$ cat config.mk
export PLATFORM = sky130hd
export DESIGN_NAME = boot_fetch_responder
export DESIGN_NICKNAME = d
export VERILOG_FILES = /design/src/rtl/bfr_pkg.sv /design/src/rtl/bfr_decode.sv /design/src/rtl/bfr_datasel.sv /design/src/rtl/bfr_phase.sv /design/src/rtl/bfr_ack.sv /design/src/rtl/boot_fetch_responder.sv
export SDC_FILE = /design/constraint.sdc
export NUM_CORES = 1
export LEC_CHECK = 0
export BUFFER_PORTS_ARGS = -buffer_cell sky130_fd_sc_hd__buf_2
export CORE_MARGIN = 2
export CORE_UTILIZATION = 38
export CTS_BUF_LIST = sky130_fd_sc_hd__clkbuf_4
export DETAILED_ROUTE_END_ITERATION = 12
export PLACE_DENSITY = 0.81
export SETUP_SLACK_MARGIN = 0.15
export SYNTH_ARGS = -nofsm -noshare
export SYNTH_HDL_FRONTEND = slang
export SYNTH_SLANG_ARGS = --single-unit
$ cat constraint.sdc
create_clock -name clk -period 2.3 [get_ports clk]
set_input_delay 0.46 -clock clk [delete_from_list [all_inputs] [get_ports clk]]
set_output_delay 0.46 -clock clk [all_outputs]
set_load 0.01 [all_outputs]
$ cat src/rtl/bfr_pkg.sv
package bfr_pkg;

    typedef enum logic [1:0] {
        PH_ARMED = 2'd0,
        PH_BOOT  = 2'd1,
        PH_DONE  = 2'd2
    } phase_e;

    typedef enum logic [1:0] {
        K_NONE  = 2'd0,
        K_WIDTH = 2'd1,
        K_ZERO  = 2'd2,
        K_STRAP = 2'd3
    } kind_e;

    typedef struct packed {
        logic  hit;
        kind_e kind;
        logic  upper;
        logic  last;
    } fetch_dec_t;

    localparam fetch_dec_t DEC_MISS = '{hit: 1'b0, kind: K_NONE, upper: 1'b0, last: 1'b0};

    function automatic fetch_dec_t make_dec(input kind_e k, input logic up, input logic fin);
        fetch_dec_t d;
        d.hit   = (k != K_NONE);
        d.kind  = k;
        d.upper = up;
        d.last  = fin;
        return d;
    endfunction

endpackage

$ cat src/rtl/bfr_decode.sv
module bfr_decode
    import bfr_pkg::*;
#(
    parameter int          ADDR_W = 20,
    parameter logic [19:0] BASE   = 20'hFFFF6
) (
    input  logic [ADDR_W-1:0] addr,
    input  logic              wide,
    output fetch_dec_t        dec
);
    localparam logic [ADDR_W-1:0] BASE_A = ADDR_W'(BASE);
    localparam logic [ADDR_W-1:0] SPAN   = ADDR_W'(5);
    localparam logic [ADDR_W-1:0] TOP_A  = BASE_A + SPAN;

    logic [ADDR_W-1:0] off;
    logic              in_range;

    assign off      = addr - BASE_A;
    assign in_range = (addr >= BASE_A) && (addr <= TOP_A);

    always_comb begin
        dec = DEC_MISS;
        if (in_range) begin
            unique case (off[2:0])
                3'd0:    dec = make_dec(K_WIDTH, 1'b0, 1'b0);
                3'd2:    dec = make_dec(K_ZERO,  1'b0, 1'b0);
                3'd3:    dec = wide ? DEC_MISS : make_dec(K_ZERO, 1'b1, 1'b0);
                3'd4:    dec = make_dec(K_STRAP, 1'b0, wide);
                3'd5:    dec = wide ? DEC_MISS : make_dec(K_STRAP, 1'b1, 1'b1);
                default: dec = DEC_MISS;
            endcase
        end
    end
endmodule

$ cat src/rtl/bfr_datasel.sv
module bfr_datasel
    import bfr_pkg::*;
#(
    parameter int DATA_W = 16
) (
    input  fetch_dec_t        dec,
    input  logic              drive,
    input  logic              wide,
    input  logic              width_bit,
    input  logic [DATA_W-1:0] straps,
    output logic [DATA_W-1:0] word
);
    localparam int LANES = DATA_W / 8;

    for (genvar g = 0; g < LANES; g++) begin : g_lane
        logic [7:0] lane_v;
        always_comb begin
            lane_v = 8'h00;
            unique case (dec.kind)
                K_WIDTH: lane_v = (g == 0) ? {7'b0, width_bit} : 8'h00;
                K_ZERO:  lane_v = 8'h00;
                K_STRAP: begin
                    if (wide)
                        lane_v = straps[g*8 +: 8];
                    else if (g == 0)
                        lane_v = dec.upper ? straps[8 +: 8] : straps[0 +: 8];
                    else
                        lane_v = 8'h00;
                end
                default: lane_v = 8'h00;
            endcase
        end
        assign word[g*8 +: 8] = drive ? lane_v : 8'h00;
    end
endmodule

$ cat src/rtl/bfr_phase.sv
module bfr_phase
    import bfr_pkg::*;
(
    input  logic   clk,
    input  logic   rst,
    input  logic   attn,
    input  logic   rd,
    input  logic   serve,
    input  logic   last_fetch,
    output phase_e phase
);
    logic fin_seen;

    always_ff @(posedge clk) begin
        if (rst) begin
            phase    <= PH_ARMED;
            fin_seen <= 1'b0;
        end else begin
            unique case (phase)
                PH_ARMED: if (attn) phase <= PH_BOOT;
                PH_BOOT: begin
                    if (serve && last_fetch)
                        fin_seen <= 1'b1;
                    if (fin_seen && !rd)
                        phase <= PH_DONE;
                end
                PH_DONE:  phase <= PH_DONE;
                default:  phase <= PH_ARMED;
            endcase
        end
    end
endmodule

$ cat src/rtl/bfr_ack.sv
module bfr_ack (
    input  logic clk,
    input  logic rst,
    input  logic rd,
    input  logic serve,
    output logic ack
);
    logic seen_q;

    always_ff @(posedge clk) begin
        if (rst) seen_q <= 1'b0;
        else     seen_q <= serve;
    end

    assign ack = seen_q && rd;
endmodule

$ cat src/rtl/boot_fetch_responder.sv
module boot_fetch_responder
    import bfr_pkg::*;
#(
    parameter int          ADDR_W = 20,
    parameter int          DATA_W = 16,
    parameter logic [19:0] BASE   = 20'hFFFF6
) (
    input  logic              clk,
    input  logic              rst,
    input  logic              chan_attn,
    input  logic              rd_strobe,
    input  logic [ADDR_W-1:0] fetch_addr,
    input  logic              width_strap,
    input  logic [DATA_W-1:0] wake_strap,
    output logic [DATA_W-1:0] data_out,
    output logic              data_oe,
    output logic              strap_gate,
    output logic              ack
);
    fetch_dec_t dec;
    phase_e     phase_q;
    logic       serve;

    bfr_decode #(.ADDR_W(ADDR_W), .BASE(BASE)) i_decode (
        .addr (fetch_addr),
        .wide (width_strap),
        .dec  (dec)
    );

    assign serve      = rd_strobe && dec.hit && (phase_q == PH_BOOT);
    assign data_oe    = serve;
    assign strap_gate = serve && (dec.kind == K_STRAP);

    bfr_datasel #(.DATA_W(DATA_W)) i_datasel (
        .dec       (dec),
        .drive     (serve),
        .wide      (width_strap),
        .width_bit (width_strap),
        .straps    (wake_strap),
        .word      (data_out)
    );

    bfr_phase i_phase (
        .clk        (clk),
        .rst        (rst),
        .attn       (chan_attn),
        .rd         (rd_strobe),
        .serve      (serve),
        .last_fetch (dec.last),
        .phase      (phase_q)
    );

    bfr_ack i_ack (
        .clk   (clk),
        .rst   (rst),
        .rd    (rd_strobe),
        .serve (serve),
        .ack   (ack)
    );
endmodule

==> results of run 1 <==
## layout by cell type, fill, tap and decap left out, types with 3 or more instances in the layout
cell type,n
a21oi_2,5
and3_1,5
buf_4,12
o21ai_1,4
and4_1,3
dfxtp_1,3
buf_6,15
a21oi_1,6
nand4_1,9
buf_2,49
and3_4,3
clkbuf_4,3
nor2_1,3
inv_1,3
## power groups by stage
stage | sequential, mW | combinational [mW] | clock, mW
floorplan | 0.0834 | 0.0733 | 0
global placement | 0.0841 | 0.124 | 0
detailed placement | 0.0861 | 0.130 | 0
CTS | 0.0886 | 0.154 | 0.0953
global route | 0.0897 | 0.188 | 0.0994
finish | 0.0884 | 0.175 | 0.0932
## per-layer routing
metal | share of wire (%) | wire (um) | vias to the layer above | GRT usage, %
met4 | 4.3 | 120 | 0 | 12.00
met1 | 37 | 1025 | 487 | 27.27
met5 | 0 | 0 | - | 0
met2 | 53 | 1468 | 68 | 40.28
met3 | 5.3 | 147 | 16 | 1.587
li1 | - | - | 490 | -
## how the worst max path moves through the flow
stage,startpoint,to,cells after the start
2_1_floorplan,fetch_addr[11],data_out[0],5
3_3_place_gp,fetch_addr[11],data_out[0],7
3_5_place_dp,fetch_addr[11],data_out[0],7
4_1_cts,fetch_addr[17],data_out[10],8
5_1_grt,fetch_addr[11],data_out[11],8
6_report,fetch_addr[11],data_out[11],8
## final cells by class
class | count | area share (%)
clock buffers | 3 | 1.729
well taps | 17 | 1.633
multi-input cells | 72 | 48.90
repair buffers | 76 | 38.71
inverters | 6 | 2.113
repair inverters | 1 | 0.6724
flip-flops and latches | 4 | 6.244
## cell families (layout without fill, tap and decap cells)
family                   Yosys count  in the layout  share of synthesized area (%)
AO/OA/AOI/OAI                     26             26                          28.76
XOR/XNOR                           1              1                          1.316
adder cells (fa/ha/maj)            2              2                          3.759
buffers and inverters             10             86                          8.269
flip-flops                         4              4                          12.03
multiplexers                       2              2                          3.008
AND/OR/NAND/NOR                   40             41                          42.86
## stage by stage
| stage | util (%) | hold WS, ns |
|---|---|---|
| 2_1_floorplan | - | 0.4491 |
| 4_1_cts | 71.19 | 0.4353 |
| 6_report | 77.11 | 0.4396 |
| 5_1_grt | 77.11 | 0.4681 |
| 3_3_place_gp | 60.30 | 0.4584 |
| 3_5_place_dp | 60.30 | 0.4668 |
## flip-flops by register name, indices dropped and copies added (netlist names)
| signal | cells |
|---|---|
| i_phase.phase | 2 |
| i_ack.seen_q | 1 |
| i_phase.fin_seen | 1 |
## cell usage after synthesis, types with 2 or more instances
cell,count
ha_1,2
buf_6,2
and2_1,2
nor2_1,3
nand2_1,3
dfxtp_1,4
and3_1,8
o21ai_0,7
and4_1,3
nand4_1,9
a21oi_1,11
o22ai_1,2
inv_1,5
nor2b_1,2
mux2i_1,2
## critical path, stage by stage
cell and delay (ns):
buf_6 0.07, nand4_4 0.11, a2111oi_4 0.41, buf_4 0.20
nand4_4 0.18, clkinv_4 0.12, and3_1 0.16, buf_2 0.14
## what timing repair did
| action | in CTS | in global routing |
|---|---|---|
| gates resized for setup | 25 | 23 |
| pin swaps | 6 | 10 |
| buffers inserted | 5 | 3 |
| hold endpoints to repair | 0 | 0 |
| endpoints found under the setup margin | 17 | 18 |
| gates cloned | 2 | 0 |
==> flow_summary.json, run 1 <==
{
  "cts.root.buffer_cell": "clkbuf_4",
  "grt_max_degree": 14,
  "status": "complete, but fails checks",
  "chipHeight_um": 45.86,
  "drv_cap": 0,
  "violations": "setup timing",
  "syn_area_per_cell_sq_um": 7.831,
  "synthFlopType": "dfxtp_1",
  "yosysSeqAreaShare_pct": 12.03,
  "worstHoldStart": "rst",
  "dp.cells": 166,
  "vias": 1061,
  "r2r-end": "i_ack.seen_q",
  "min_period_ns": 2.316,
  "endpoint_kind": "output pin",
  "fillers": 127,
  "diodes": 0,
  "core_sq_mm": 0.001689,
  "p_comb_share_pct": 49.0,
  "dpl_worst_slack_ns": 0.02625,
  "grt_pass1_vias": 851,
  "drc": 0,
  "synth_area_leaders": "dfxtp_1 12%, nand4_1 8.5%, a21oi_1 8.3%",
  "synthCells": 85,
  "power_density_mw_per_mm2": 273.6,
  "setup_viol": 2,
  "p_leak_nw": 0.6260,
  "min_path_cells": 2,
  "grt_pass1_wl_um": 3560,
  "worst_ep_required_time_ns": 1.84,
  "fmax_mhz": 431.8,
  "ant_nets": 0,
  "grtUsageTotal_pct": 22.94,
  "seq_area_sq_um": 81.33,
  "drv_slew": 0,
  "p_sw_share_pct": 36.13,
  "synth_seq_cells": 4,
  "whs_endpoint": "i_ack.seen_q",
  "relSlewSlack_pct": 77.13,
  "timing.rr.start": "i_phase.phase[1]",
  "hold_viol": 0,
  "cts_tree": "built",
  "rr_worst_depth": 8,
  "hold_class": "input pin to flip-flop",
  "cts_buffers": 3,
  "finalSetupTns_ns": -0.03138,
  "path_max_fanout": 5,
  "ys_async_sr_fraction_pct": 0,
  "yosys_warnings": 0,
  "r2r_slack_ns": 0.88,
  "fin_crit_sh_pct": 100.7,
  "yosysTopAreaCellShare_pct": 12.03,
  "routabilityCongestion": 0.7844,
  "power.total_mw": 0.3564,
  "synth_edf_count": 0,
  "finalInstanceArea_sq_mm": 0.001303,
  "antenna_found_initial": 0,
  "worst_pin_slew_ns": 0.3431,
  "portBuffers": 59,
  "io_pins": 60,
  "rsz0062_at_grt": "yes",
  "cts_hold_buf": 0,
  "clockBufferDepth": 2,
  "intPower_mw": 0.2276,
  "fin_skew_ns": 0.01011,
  "synth_nets": 128,
  "start_kind": "input pin",
  "die_w_um": 45.86,
  "num_rows": 15,
  "yosys.area.top_type": "dfxtp_1",
  "crit_type": "input pin to output pin",
  "viasPerCell": 5.927,
  "multi_input_area_sq_um": 636.9,
  "htree_levels": 1,
  "dpl_cell_area_sq_mm": 0.001018,
  "overflow": 0,
  "wl_per_cell_um": 15.42,
  "clk_latency_ns": 0.24,
  "dieArea_sq_mm": 0.002103,
  "drive_gt1_share_pct": 66.67,
  "ir_worst_vdd_mv": 0.1976,
  "pwr-share-seq_pct": 24.8,
  "switchingPower_mw": 0.1288,
  "p_clk_share_pct": 26.2,
  "drt_iter0_markers": 12,
  "start_util_pct": 39.41,
  "drt_wl_total_um": 2761,
  "layout_setup_ws_ns": -0.01605,
  "layout.nets": 207,
  "dp.final_hpwl_um": 1716,
  "crit_arrival_ns": 1.86,
  "ys_types": 35,
  "cts_sinks": 4,
  "area_growth_pct": 95.68,
  "final_cell_count_no_fill": 179,
  "path_clk_slew_ns": 0.04,
  "firstDrtPassIters": 4,
  "syn_area_sq_um": 665.6
}
(Power assumes the default switching activity.)
==> run 2, diff against run 1 <==
--- a/config.mk
+++ b/config.mk
@@ -6,11 +6,12 @@
 export NUM_CORES = 1
 export LEC_CHECK = 0
 export BUFFER_PORTS_ARGS = -buffer_cell sky130_fd_sc_hd__buf_2
+export CORE_ASPECT_RATIO = 0.7
 export CORE_MARGIN = 2
-export CORE_UTILIZATION = 38
+export CORE_UTILIZATION = 30
 export CTS_BUF_LIST = sky130_fd_sc_hd__clkbuf_4
 export DETAILED_ROUTE_END_ITERATION = 12
-export PLACE_DENSITY = 0.81
+export PLACE_DENSITY = 0.67
 export SETUP_SLACK_MARGIN = 0.15
 export SYNTH_ARGS = -nofsm -noshare
 export SYNTH_HDL_FRONTEND = slang
==> run 2 against run 1 <==
  * Largest power group unchanged
  * Hold slack gained 0.030 ns
  * Maximum frequency grew 1.3%
  * First-iteration DRC count grew to 3.4 times the previous value
  * The flow now finishes without violations
==> flow_summary.json, run 2 (synthesis gave the netlist of run 1 again) <==
{
  "endpoint_kind": "output pin",
  "viasPerCell": 5.521,
  "start_util_pct": 31.40,
  "intPower_mw": 0.2213,
  "cts_hold_buf": 0,
  "p_clk_share_pct": 26.8,
  "portBuffers": 59,
  "dieArea_sq_mm": 0.002618,
  "crit_type": "input pin to output pin",
  "final_cell_count_no_fill": 188,
  "worst_ep_required_time_ns": 1.84,
  "min_period_ns": 2.287,
  "fillers": 167,
  "pwr-share-seq_pct": 25.7,
  "clockBufferDepth": 2,
  "overflow": 0,
  "grt_max_degree": 12,
  "seq_area_sq_um": 81.33,
  "p_sw_share_pct": 35.17,
  "cts_tree": "built",
  "cp_num_buf_inv": 4,
  "diodes": 0,
  "finalSetupTns_ns": 0,
  "clk_latency_ns": 0.24,
  "dpl_worst_slack_ns": -0.01585,
  "p_comb_share_pct": 47.5,
  "top_regs": "i_phase.phase (2), i_ack.seen_q (1), i_phase.fin_seen (1)",
  "power_density_mw_per_mm2": 261.6,
  "multi_input_area_sq_um": 613.1,
  "largest-register": "i_phase.phase",
  "start_kind": "input pin",
  "fin_skew_ns": 0.004971,
  "drc": 0,
  "firstDrtPassIters": 4,
  "ir_worst_vdd_mv": 0.1815,
  "cts_buffers": 3,
  "drt_iter0_markers": 41,
  "critPathMaxStageDelay_ns": 0.38,
  "p_leak_nw": 0.6015,
  "drv_slew": 0,
  "largest_reg_flops": 2,
  "routabilityCongestion": 0.8091,
  "fmax_mhz": 437.3,
  "io_pins": 60,
  "grtUsageTotal_pct": 19.96,
  "vias": 1038,
  "relSlewSlack_pct": 79.79,
  "grt_pass1_wl_um": 4043,
  "hold_class": "input pin to flip-flop",
  "grt_pass1_vias": 931,
  "path_clk_slew_ns": 0.04,
  "dp.final_hpwl_um": 1814,
  "crit_arrival_ns": 1.83,
  "wl_per_cell_um": 14.62,
  "worst_pin_slew_ns": 0.3031,
  "die_w_um": 60.30,
  "area_growth_pct": 96.05,
  "core_sq_mm": 0.002120,
  "htree_levels": 1,
  "cts_sinks": 4,
  "status": "complete, no violations",
  "hold_viol": 0,
  "crit_chain": "buf_6 -> nand4_4 -> a2111oi_4 -> clkbuf_16 -> nand4_4 -> inv_4 -> and3_4 -> buf_6",
  "slowest_stage": "a2111oi_4",
  "layout.nets": 201,
  "drt_wl_total_um": 2749,
  "path_max_fanout": 5,
  "drv_cap": 0,
  "dp.cells": 178,
  "num_rows": 14,
  "antenna_found_initial": 0,
  "switchingPower_mw": 0.1201,
  "layout_setup_ws_ns": 0.01309,
  "setup_viol": 0,
  "power.total_mw": 0.3414,
  "cts.root.buffer_cell": "clkbuf_4",
  "chipHeight_um": 43.41,
  "fin_crit_sh_pct": 99.43,
  "rsz0062_at_grt": "yes",
  "drive_gt1_share_pct": 62.18,
  "cp_top_family": "buffers and inverters",
  "fin_util_pct": 61.57,
  "layout_commonest_cell": "buf_2",
  "layout_common_cells": "44 x buf_2, 15 x buf_6, 10 x a21oi_1, 9 x nand4_1, 8 x buf_4",
  "ant_nets": 0
}
## run 2: worst paths after layout
check | start | endpoint | slack [ns] | depth (start not counted)
worst min register to register | i_phase.fin_seen | i_phase.fin_seen | 0.51 | 2
worst max register to register | i_phase.phase[1] | i_ack.seen_q | 0.98 | 7
worst max-delay path | fetch_addr[17] | data_out[14] | 0.01 | 8
worst min-delay path | rst | i_ack.seen_q | 0.47 | 2
## run 2: final cells by class
| type | instances | share of cell area [%] |
|---|---|---|
| repair inverters | 1 | 0.4794 |
| well taps | 32 | 3.068 |
| multi-input cells | 72 | 46.98 |
| clock buffers | 3 | 1.726 |
| flip-flops and latches | 4 | 6.232 |
| inverters | 6 | 2.109 |
| repair buffers | 70 | 39.41 |
## run 2: metrics by stage
stage | hold WS [ns] | cell area [sq um]
2_1_floorplan | 0.4491 | 665.6
3_3_place_gp | 0.4604 | 1040
3_5_place_dp | 0.4870 | 1040
4_1_cts | 0.4334 | 1181
5_1_grt | 0.4661 | 1305
6_report | 0.4691 | 1305
## run 2: layer usage
layer	vias to the layer above	track usage, %	share of wire, %
met3	8	3.881	6.8
met1	488	25.50	41
met4	0	4.889	1.7
met2	64	34.57	51
li1	478	-	-
met5	-	0	0
## run 2: repair_timing
item	4_1_cts	5_1_grt
buffers inserted	4	1
gates resized for setup	12	27
endpoints found under the setup margin	17	18
pin swaps	22	10
gates cloned	2	0
## run 2: power groups by stage
| stage | Clock [mW] | Combinational [mW] | Sequential (mW) |
|---|---|---|---|
| 2_1_floorplan | 0 | 0.0733 | 0.0834 |
| 3_3_place_gp | 0 | 0.125 | 0.0840 |
| 3_5_place_dp | 0 | 0.129 | 0.0848 |
| 4_1_cts | 0.0969 | 0.142 | 0.0837 |
| 5_1_grt | 0.0956 | 0.180 | 0.0881 |
| 6_report | 0.0914 | 0.162 | 0.0877 |
